$ cat config.mk
export PLATFORM = sky130hd
export DESIGN_NAME = tone_steer_guard
export DESIGN_NICKNAME = d
export VERILOG_FILES = /design/src/rtl/tsg_pkg.sv /design/src/rtl/tsg_qualify.sv /design/src/rtl/tsg_guard_timer.sv /design/src/rtl/tsg_sequencer.sv /design/src/rtl/tsg_out_latch.sv /design/src/rtl/tone_steer_guard.sv
export SDC_FILE = /design/constraint.sdc
export NUM_CORES = 1
export LEC_CHECK = 0
export BUFFER_PORTS_ARGS = -buffer_cell sky130_fd_sc_hd__buf_2
export CAP_MARGIN = 20
export CELL_PAD_IN_SITES_DETAIL_PLACEMENT = 2
export CELL_PAD_IN_SITES_GLOBAL_PLACEMENT = 2
export CORE_MARGIN = 8
export CORE_UTILIZATION = 33
export DETAILED_ROUTE_END_ITERATION = 8
export GPL_TIMING_DRIVEN = 0
export PLACE_DENSITY_LB_ADDON = 0.1
export SLEW_MARGIN = 5
export SYNTH_ARGS = -nofsm -noshare
export SYNTH_HDL_FRONTEND = slang
export SYNTH_SLANG_ARGS = --single-unit
$ cat constraint.sdc
create_clock -name clk -period 1.5 [get_ports clk]
set_input_delay 0.15 -clock clk [delete_from_list [all_inputs] [get_ports clk]]
set_output_delay 0.15 -clock clk [all_outputs]
set_load 0.01 [all_outputs]
$ cat src/rtl/tsg_pkg.sv
// Package tsg_pkg: shared types and helpers for the tone steering block.
// Assumes the classifier encodes keys as 4-bit codes, with the fourth
// tone column on codes 0xD, 0xE, 0xF and 0x0.
package tsg_pkg;

    localparam int CODE_W = 4;

    typedef enum logic [1:0] {
        ST_WAIT   = 2'd0,
        ST_SETTLE = 2'd1,
        ST_HOLD   = 2'd2
    } steer_state_e;

    // True for the codes that carry the fourth column tone.
    function automatic logic is_col4(input logic [CODE_W-1:0] c);
        return (c == 4'hD) || (c == 4'hE) || (c == 4'hF) || (c == 4'h0);
    endfunction

endpackage

$ cat src/rtl/tsg_qualify.sv
// Module tsg_qualify: turns the raw signal-present flag into a qualified
// tone flag, dropping fourth-column keys while inhibit is high.
// Assumes inputs are synchronous; purely combinational.
module tsg_qualify
    import tsg_pkg::*;
(
    input  logic              early_det,
    input  logic [CODE_W-1:0] code_in,
    input  logic              inhibit,
    output logic              tone_ok
);

    // Gate out inhibited columns.
    always_comb begin
        tone_ok = early_det && !(inhibit && is_col4(code_in));
    end

endmodule

$ cat src/rtl/tsg_guard_timer.sv
// Module tsg_guard_timer: counts tick pulses while 'active' is held and
// flags expiry on the LIMIT-th tick. Any cycle without 'active', or with
// 'clear', restarts the count. Assumes LIMIT >= 1 and tick is one cycle wide.
module tsg_guard_timer #(
    parameter int unsigned LIMIT = 26
) (
    input  logic clk,
    input  logic rst_n,
    input  logic clear,
    input  logic active,
    input  logic tick,
    output logic expired
);

    localparam int CNT_W = $clog2(LIMIT + 1);
    localparam logic [CNT_W-1:0] LAST = CNT_W'(LIMIT - 1);

    logic [CNT_W-1:0] cnt;

    // Expiry is raised on the tick that completes the window.
    always_comb begin
        expired = active && tick && !clear && (cnt == LAST);
    end

    // Advance on ticks, restart on a break, a clear or expiry.
    always_ff @(posedge clk) begin
        if (!rst_n) begin
            cnt <= '0;
        end else if (clear || !active) begin
            cnt <= '0;
        end else if (tick) begin
            cnt <= expired ? '0 : cnt + 1'b1;
        end
    end

endmodule

$ cat src/rtl/tsg_sequencer.sv
// Module tsg_sequencer: steering state machine. It waits for the present
// guard, loads the latch, settles for SETTLE_CYCLES clocks, raises the
// flag and holds it until the absence guard expires. Power-down returns
// it to waiting with the flag low. Assumes SETTLE_CYCLES >= 1.
module tsg_sequencer
    import tsg_pkg::*;
#(
    parameter int unsigned SETTLE_CYCLES = 8
) (
    input  logic         clk,
    input  logic         rst_n,
    input  logic         pwr_down,
    input  logic         present_done,
    input  logic         absent_done,
    output steer_state_e state,
    output logic         load,
    output logic         steer_flag
);

    localparam int SCNT_W = $clog2(SETTLE_CYCLES + 1);
    localparam logic [SCNT_W-1:0] SETTLE_LAST = SCNT_W'(SETTLE_CYCLES - 1);

    logic [SCNT_W-1:0] settle_cnt;

    // Latch load strobe: present guard expired while waiting.
    always_comb begin
        load = (state == ST_WAIT) && present_done && !pwr_down;
    end

    // State, settle count and flag update.
    always_ff @(posedge clk) begin
        if (!rst_n || pwr_down) begin
            state      <= ST_WAIT;
            settle_cnt <= '0;
            steer_flag <= 1'b0;
        end else begin
            unique case (state)
                ST_WAIT: begin
                    if (load) begin
                        state      <= ST_SETTLE;
                        settle_cnt <= '0;
                    end
                end
                ST_SETTLE: begin
                    if (settle_cnt == SETTLE_LAST) begin
                        state      <= ST_HOLD;
                        steer_flag <= 1'b1;
                        settle_cnt <= '0;
                    end else begin
                        settle_cnt <= settle_cnt + 1'b1;
                    end
                end
                ST_HOLD: begin
                    if (absent_done) begin
                        state      <= ST_WAIT;
                        steer_flag <= 1'b0;
                    end
                end
                default: begin
                    state      <= ST_WAIT;
                    steer_flag <= 1'b0;
                end
            endcase
        end
    end

endmodule

$ cat src/rtl/tsg_out_latch.sv
// Module tsg_out_latch: holds the registered key code and presents it on
// the output bus with a pad drive enable. The latch is written only on
// 'load' and survives power-down. When disabled the bus reads zero.
module tsg_out_latch
    import tsg_pkg::*;
(
    input  logic              clk,
    input  logic              rst_n,
    input  logic              load,
    input  logic [CODE_W-1:0] code_in,
    input  logic              out_en,
    output logic [CODE_W-1:0] latch_q,
    output logic [CODE_W-1:0] code_out,
    output logic              bus_drive
);

    // Capture the code on a registration strobe.
    always_ff @(posedge clk) begin
        if (!rst_n) begin
            latch_q <= '0;
        end else if (load) begin
            latch_q <= code_in;
        end
    end

    // Bus gating toward the pad.
    always_comb begin
        bus_drive = out_en;
        code_out  = out_en ? latch_q : '0;
    end

endmodule

$ cat src/rtl/tone_steer_guard.sv
// Module tone_steer_guard: top of the steering guard-time controller.
// It qualifies the signal-present flag, runs the tone-present and
// tone-absent guard timers, and sequences latch load, settle and flag.
// Assumes all inputs are synchronous to clk and tick is a one-cycle pulse.
module tone_steer_guard
    import tsg_pkg::*;
#(
    parameter int unsigned PRESENT_TICKS = 26,
    parameter int unsigned ABSENT_TICKS  = 30,
    parameter int unsigned SETTLE_CYCLES = 8
) (
    input  logic        clk,
    input  logic        rst_n,
    input  logic        tick,
    input  logic        early_det,
    input  logic [3:0]  code_in,
    input  logic        inhibit,
    input  logic        pwr_down,
    input  logic        out_en,
    output logic [3:0]  code_out,
    output logic        bus_drive,
    output logic        steer_flag
);

    logic              tone_ok;
    logic              present_done;
    logic              absent_done;
    logic              present_act;
    logic              absent_act;
    logic              load;
    steer_state_e      state;
    logic [CODE_W-1:0] code_latch;

    tsg_qualify u_qual (
        .early_det (early_det),
        .code_in   (code_in),
        .inhibit   (inhibit),
        .tone_ok   (tone_ok)
    );

    // Each guard runs only in the state that needs it.
    always_comb begin
        present_act = tone_ok && (state == ST_WAIT);
        absent_act  = !tone_ok && (state == ST_HOLD);
    end

    tsg_guard_timer #(.LIMIT(PRESENT_TICKS)) u_present (
        .clk     (clk),
        .rst_n   (rst_n),
        .clear   (pwr_down),
        .active  (present_act),
        .tick    (tick),
        .expired (present_done)
    );

    tsg_guard_timer #(.LIMIT(ABSENT_TICKS)) u_absent (
        .clk     (clk),
        .rst_n   (rst_n),
        .clear   (pwr_down),
        .active  (absent_act),
        .tick    (tick),
        .expired (absent_done)
    );

    tsg_sequencer #(.SETTLE_CYCLES(SETTLE_CYCLES)) u_seq (
        .clk          (clk),
        .rst_n        (rst_n),
        .pwr_down     (pwr_down),
        .present_done (present_done),
        .absent_done  (absent_done),
        .state        (state),
        .load         (load),
        .steer_flag   (steer_flag)
    );

    tsg_out_latch u_latch (
        .clk       (clk),
        .rst_n     (rst_n),
        .load      (load),
        .code_in   (code_in),
        .out_en    (out_en),
        .latch_q   (code_latch),
        .code_out  (code_out),
        .bus_drive (bus_drive)
    );

endmodule

# Word level (Yosys, flattened, before mapping)
# Cells that the tools add are included.
# word_totals
regBits,21
inputBits,11
wordCells,67
# classes
addsub,3
n_eq_ne,11
muxes,13
bitwise_logic,2
reduce_logical,32
# ops
operator,count
"4-bit == test, second input constant",3
1-bit logical AND,12
4-bit two-way mux,3
"5-bit by 1-bit adder with 5-bit output, second input constant",2
"5-bit == test, second input constant",2
5-bit two-way mux,2
4-bit case mux with 2 select lines,1
1-bit logical NOT,6
1-bit logical OR,6
2-bit two-way mux,3
2-bit case mux with 3 select lines,1
3-bit AND reduction,2
"4-bit by 1-bit adder with 4-bit output, second input constant",1
"4-bit by 3-bit == test with 1-bit output, second input constant",1
4-bit logical NOT,1
"2-bit by 1-bit != test with 1-bit output, second input constant",2
2-bit OR reduction,2
1-bit case mux with 3 select lines,1
"2-bit by 1-bit == test with 1-bit output, second input constant",1
"2-bit == test, second input constant",1
2-bit logical NOT,1
1-bit two-way mux,2
"2-bit != test, second input constant",1
1-bit NOT,2
other kinds (2),2

# Logic depth before layout (Yosys ltp)
# Gate-level depths: netlist of the first run.
# logic_depth
word_depth,15
ltp_mapped,7
mapped_depth_nobuf,6

# Hierarchy
# From an unflattened synthesis of the first run, not the netlist that was laid out.
# unflattened
cells_unflattened,132
area_unflattened_um2,1208.7
# by_module_without_submodules
module,n_inst,cells_each,area_per_inst_um2,seq_area_each_um2
tsg_sequencer,1,40,350.3,140.1
tsg_guard_timer at u_present,1,37,339.1,100.1
tsg_guard_timer at u_absent,1,31,289.0,100.1
tsg_out_latch,1,18,188.9,80.1
tsg_qualify,1,4,26.3,0.0
tone_steer_guard,1,2,15.0,0.0

# Least setup slack after synthesis of the first run
# No wires, ideal clock.
# synth_timing
kind,flip-flop to flip-flop
from,register u_present.cnt[1]
to,register u_latch.latch_q[0]
arrival_ns,1.236
required_ns,1.382
setup_slack_ns,0.145
path_stages_with_launch,8
cell_sequence,dfxtp_1 -> inv_1 -> ha_1 -> and4_1 -> nand2_1 -> and3b_1 -> buf_6 -> mux2i_1
# synth_via
elab_chain_len,4
# synth_rtl
item,line,source
start: declaration,tsg_guard_timer.sv:18,logic [CNT_W-1:0] cnt;
start signal: assignment,tsg_guard_timer.sv:32,cnt <= expired ? '0 : cnt + 1'b1;
5-bit == test,tsg_guard_timer.sv:22,expired = active && tick && !clear && (cnt == LAST);
1-bit logical AND,tsg_guard_timer.sv:22,
1-bit logical AND (2 in series),tsg_sequencer.sv:27,load = (state == ST_WAIT) && present_done && !pwr_down;
end signal: assignment,tsg_out_latch.sv:22,latch_q <= code_in;
end: declaration,tsg_out_latch.sv:12,"output logic [CODE_W-1:0] latch_q,"
# Every way passes these cells.
# A chain may end at the register's enable or synchronous reset.

# Worst setup path in the final report of the first run
# layout_timing
from,register u_present.cnt[1]
to,register u_latch.latch_q[3]
# The elaborated chain is that of the path after synthesis.

==> metrics.csv, run 1 <==
metric;value;unit
worst reg2reg setup slack;60;ps
min-delay worst type;in2reg;
Worst Setup SP;u_present.cnt[1];
top cells by area, synth;dfxtp_1, nand2_1, ha_1;
area share of the largest cell type after synthesis;0.374;
dpl cell area;0.00126;mm^2
top_reg_cell synth;dfxtp_1;
HPWL after DPL;2170;um
Slowest-stage cell, CP;dfxtp_4;
Final Hold Viols;0;
normalized max-slew margin;0.710;
outcome;complete, no violations;
cell area after layout;0.00137;mm^2
Setup CP Type;reg2reg;
clock tree buffer depth;2;
Setup Viol. Count Final;0;
vias in the first global route;1053;
CP arrival;1690;ps
Post-Syn Instances;128;
Hold-fix buffers, CTS;0;
chip width;74.4;um
# rows;21;
first-pass GRT wire length;4890;um
Post-Syn Area;0.00112;mm^2
max-slew violations;0;
maximum fanout along the worst path;7;
Cells after DPL;190;
CTS tree;yes;
worst-path cell chain;inv_2 -> ha_4 -> and4_4 -> nand2_4 -> and3b_1 -> buf_6 -> mux2i_1;
root buf cell;clkbuf_4;
asr flop ratio synth;0;
n_diodes;0;
clock sink total;21;
htree depth;1;
die span in y;74.4;um
Clock Pin Slew Worst Setup and Hold Paths;130;ps
via/cell ratio;5.04;
Final Net Count;169;
area leader, netlist;dfxtp_1;
Worst setup EP type;flip-flop;
Clk Latency, worst-skew pair;310;ps
All-Layer GR Usage;0.111;
gpl congestion;0.693;
pin count of the biggest net entering global routing;13;
port bufs;16;
Core Util, Final;0.412;
number of synthesized flops with an enable pin;0;
Area growth syn-to-layout;21.5;%
Fmax;697;MHz
core area;0.00331;mm^2
post-synthesis average cell area;8.78;um^2
# IOs;17;
power density over the cells;671;mW/mm^2
TNS Setup;0;ps
reg2reg start;u_present.cnt[1];
worst-margin pin slew;434;ps
P_leak;0.522;nW
Yosys reg bits;21;
register area share after synthesis;0.374;
total routed wirelength;2940;um
Initial Util;0.339;
Layout Skew;7.58;ps
max-cap viol count;0;
VDD IR-drop max;0.389;mV
Pre-antenna DRT Iters;2;
Num CTS Buffers;3;
Worst Setup EP;u_latch.latch_q[3];
Crit path required time;1760;ps
initial antenna violation count;0;
CP startpoint kind;flip-flop;
Post-synth top cells;dfxtp_1, nand2_1, nor2_1;
Crit path largest cell delay;370;ps
DR DRC count;0;
WL per Instance;14.8;um
routed via count;998;
die area;0.00553;mm^2
Non-Filler Instances;198;
Final min period;1440;ps
share of cells above drive strength 1;0.276;
GR Overflow Total;0;
most numerous cell in the Yosys netlist;dfxtp_1;
Synth cell types;42;
Ys Warns;0;
period utilization;0.957;
Starting DRT DRC Count;24;
antenna viol nets, final;0;
post-synth net total;144;
worst r2r path cells;7;
R2R Path End;u_latch.latch_q[3];
==> power breakdown <==
| part | switching (mW) | internal (mW) |
|---|---|---|
| Clock | 0.183 | 0.0997 |
| Sequential | 0.00154 | 0.555 |
| Combinational | 0.0447 | 0.0310 |
==> kinds of logic (layout without fill, tap and decap cells) <==
family | after synthesis | after routing | synth area share
buffers and inverters | 10 | 34 | 0.0445
xor gates and xnor gates | 8 | 8 | 0.0624
and+or+nand+nor | 65 | 65 | 0.331
muxes | 4 | 4 | 0.0356
DFF | 21 | 21 | 0.374
AOI/OAI and AO/OA | 15 | 15 | 0.0969
adders and majority gates | 5 | 5 | 0.0557
==> what timing repair did <==
| item | CTS | global route |
|---|---|---|
| setup buffers | 0 | 4 |
| endpoints found under the setup margin | 6 | 9 |
| gates resized for setup | 3 | 11 |
| pin swaps | 0 | 2 |
| cloned | 0 | 0 |
==> how the worst min path moves through the flow <==
stage                    start                  to  slack, ps  cells after the start
finish              code_in[3]  u_latch.latch_q[3]        110                      3
global route        code_in[2]  u_latch.latch_q[2]        100                      3
CTS                 code_in[2]  u_latch.latch_q[2]        100                      3
detailed placement   early_det      u_seq.state[1]        450                      3
global placement     early_det      u_seq.state[1]        430                      3
floorplan           code_in[0]  u_latch.latch_q[0]        290                      2
==> sequential cells by signal, indices dropped and copies added, names as in the netlist <==
| signal | flops |
|---|---|
| u_absent.cnt | 5 |
| u_latch.latch_q | 4 |
| u_present.cnt | 5 |
| u_seq.settle_cnt | 4 |
| u_seq.state | 2 |
| u_seq.steer_flag | 1 |
==> final cells by class <==
| cell class | instances | area [um^2] |
|---|---|---|
| multi-input combinational | 97 | 691 |
| fill | 414 | 1950 |
| clock inverter | 1 | 5.00 |
| clock buffer | 3 | 22.5 |
| tap | 46 | 57.6 |
| sequential | 21 | 429 |
| buffer | 5 | 31.3 |
| timing repair buffer | 20 | 110 |
| inverter | 5 | 18.8 |
==> per-stage QoR <==
| step | setup WS, ps | power [mW] | hold slack, ps |
|---|---|---|---|
| floorplan | 145 | 0.607 | 292 |
| global placement | 37.9 | 0.640 | 428 |
| detailed placement | -13.0 | 0.641 | 446 |
| CTS | 0.443 | 0.936 | 99.1 |
| global route | -18.5 | 0.964 | 101 |
| finish | 64.3 | 0.915 | 107 |
==> critical path, delay by kind of cell, from the launching register on <==
family	cells	cell delay [ps]
AND/OR/NAND/NOR	3	530
flip-flops	1	370
buffers and inverters	2	210
adder cells (fa/ha/maj)	1	110
multiplexers	1	170
==> per-layer routing <==
layer	track usage	wire length (um)	vias up
li1	-	-	498
met1	0.136	1220	489
met2	0.192	1620	7
met3	0.0216	75	4
met4	0.0326	20	0
met5	0	0	-
==> layout by cell type (no fill, tap or decap), drive strengths merged <==
master,Yosys,layout
dfxtp,21,21
nand2,17,17
and3,2,2
a31o,1,1
mux2i,4,4
ha,5,5
and4,1,1
nor2,10,10
nand4,7,7
o31ai,1,1
nand4b,1,1
nor2b,2,2
and2,4,4
nand3,4,4
o21ai,4,4
o32ai,1,1
o211a,1,1
nand3b,2,2
a31oi,1,1
o22ai,1,1
a21oi,2,2
clkinv,0,1
and3b,1,1
buf,3,23
clkbuf,2,5
o22a,1,1
xnor2,3,3
nor4b,2,2
or3,2,2
nor4,1,1
a2111oi,1,1
inv,5,5
xor2,5,5
nor3,5,5
a21bo,1,1
nand2b,4,4
(Power assumes the default switching activity.)
==> run 2, diff against run 1 <==
SETUP_SLACK_MARGIN = 0.5   (was not set)
==> run 2 against run 1 <==
Clock skew fell by 5.4 ps. Core utilization rose by 4.3 points. Power rose by 1.6%. Register-to-register slack barely moved. Non-clock buffer count rose by 6. First-iteration DRC count fell by 8.3%. Flip-flop and latch count did not move.
==> metrics.csv, run 2 (synthesis gave the netlist of run 1 again) <==
metric;value;unit;change
Clk Latency, worst-skew pair;320;ps;about the same
CP startpoint kind;flip-flop;;
core area;0.00331;mm^2;unchanged
# IOs;17;;unchanged
Top Registers;u_absent.cnt: 5 flops, u_present.cnt: 5 flops;;
chip width;74.4;um;unchanged
vias in the first global route;1128;;+7.1%
n_diodes;0;;unchanged
CP arrival;1680;ps;about the same
commonest non-fill, non-tap cells in the layout;nand2_1, buf_2, buf_4;;
HPWL after DPL;2400;um;+11%
P_leak;0.573;nW;+9.9%
Cells after DPL;190;;unchanged
Final Hold Viols;0;;unchanged
die span in y;74.4;um;unchanged
power density over the cells;618;mW/mm^2;-7.9%
Pre-antenna DRT Iters;4;;+2
reg2reg start;u_present.cnt[1];;
grt met2 use;0.238;;+0.0459
VDD IR-drop max;0.346;mV;-11%
routed via count;1027;;+2.9%
Starting DRT DRC Count;22;;-8.3%
Non-Filler Instances;204;;+3.0%
total routed wirelength;3420;um;+16%
WL per Instance;16.7;um;+13%
htree depth;1;;unchanged
TNS Setup;0;ps;unchanged
clock sink total;21;;unchanged
clock tree buffer depth;2;;unchanged
port bufs;16;;unchanged
period utilization;0.954;;-0.00285
Fmax;699;MHz;+0.30%
All-Layer GR Usage;0.127;;+0.0159
share of cells above drive strength 1;0.443;;+0.167
# rows;21;;unchanged
Num CTS Buffers;3;;unchanged
Crit path largest cell delay;350;ps;-20 ps
Clock Pin Slew Worst Setup and Hold Paths;120;ps;about the same
maximum fanout along the worst path;7;;unchanged
Final min period;1430;ps;-4.28 ps
normalized max-slew margin;0.701;;-0.00963
Worst Setup SP;u_present.cnt[1];;
max-slew violations;0;;unchanged
antenna viol nets, final;0;;unchanged
M1 GR Usage;0.137;;+0.00121
hold_sp;code_in[2];;
Setup Viol. Count Final;0;;unchanged
worst-path cell chain;inv_2 -> ha_4 -> and4_4 -> nand2_4 -> and3b_1 -> buf_6 -> mux2i_1;;
die area;0.00553;mm^2;unchanged
first-pass GRT wire length;5380;um;+10%
initial antenna violation count;0;;unchanged
root buf cell;clkbuf_4;;
Worst setup EP type;flip-flop;;
RSZ-0062 raised after global routing;true;;
worst-margin pin slew;449;ps;+14.4 ps
commonest non-fill, non-tap cell in the layout;nand2_1;;
Layout Skew;2.17;ps;-5.41 ps
via/cell ratio;5.03;;-0.12%
GRT Max-Usage Layer;met2;;
met3 GRT Util;0.0256;;+0.00404
Area growth syn-to-layout;34.1;%;
Setup CP Type;reg2reg;;
Final Net Count;175;;+3.6%
min-delay worst type;in2reg;;
pin count of the biggest net entering global routing;12;;-1
Crit path required time;1750;ps;about the same
CTS tree;yes;;
max-cap viol count;0;;unchanged
gpl congestion;0.712;;+2.7%
Slowest-stage cell, CP;dfxtp_2;;
outcome;complete, no violations;;
GR Overflow Total;0;;unchanged
Initial Util;0.339;;unchanged
DR DRC count;0;;unchanged
worst r2r path cells;7;;unchanged
Worst Hold Path Cells;3;;unchanged
[run 2: final cells by class]
type | count | area (um^2)
buffer | 5 | 41.3
clock buffer | 4 | 26.3
fill | 380 | 1800
inverter | 5 | 18.8
multi-input combinational | 97 | 756
sequential | 21 | 439
tap | 46 | 57.6
timing repair buffer | 26 | 168
[run 2: critical path: cells and delay by family (launching register included)]
kind	cells	cell delay, ps
flip-flops	1	350
AND/OR/NAND/NOR	3	500
adder cells (fa/ha/maj)	1	110
buffers and inverters	2	210
multiplexers	1	190
[run 2: report_power, final]
| part | internal [mW] | leakage, nW | total [mW] | switching [mW] |
|---|---|---|---|---|
| registers | 0.555 | 0.175 | 0.556 | 0.00101 |
| clock network | 0.104 | 0.0150 | 0.292 | 0.187 |
| logic | 0.0340 | 0.383 | 0.0830 | 0.0491 |
| total | 0.693 | 0.573 | 0.930 | 0.238 |
[run 2: per-layer routing]
metal | wire [um] | share of wire
met3 | 90 | 0.026
met2 | 1860 | 0.54
met4 | 48 | 0.014
met5 | 0 | 0
met1 | 1420 | 0.41
[run 2: path summary, 6_finish.rpt]
check,endpoint,slack (ps)
max reg2reg,u_latch.latch_q[0],70
min reg2reg,u_latch.latch_q[2],460
min,u_latch.latch_q[2],110
max,u_latch.latch_q[0],70
[run 2: what timing repair did]
item                       in CTS  in global routing
setup buffers                   7                  3
hold buffers                    0                  0
pin swaps                       3                  1
resized for setup              14                 11
setup endpoints to repair      25                 26
[run 2: per-stage QoR]
stage                     hold slack, ps  utilization  cell area, um^2  total power [mW]  worst slack (ps)
after floorplan                      292            -             1180             0.610               221
after global placement               440        0.398             1320             0.645              47.9
after detailed placement             458        0.398             1320             0.648              20.6
after CTS                            105        0.436             1440             0.938              54.0
after global routing                 117        0.455             1510             0.982            -0.795
final                                113        0.455             1510             0.930              68.6
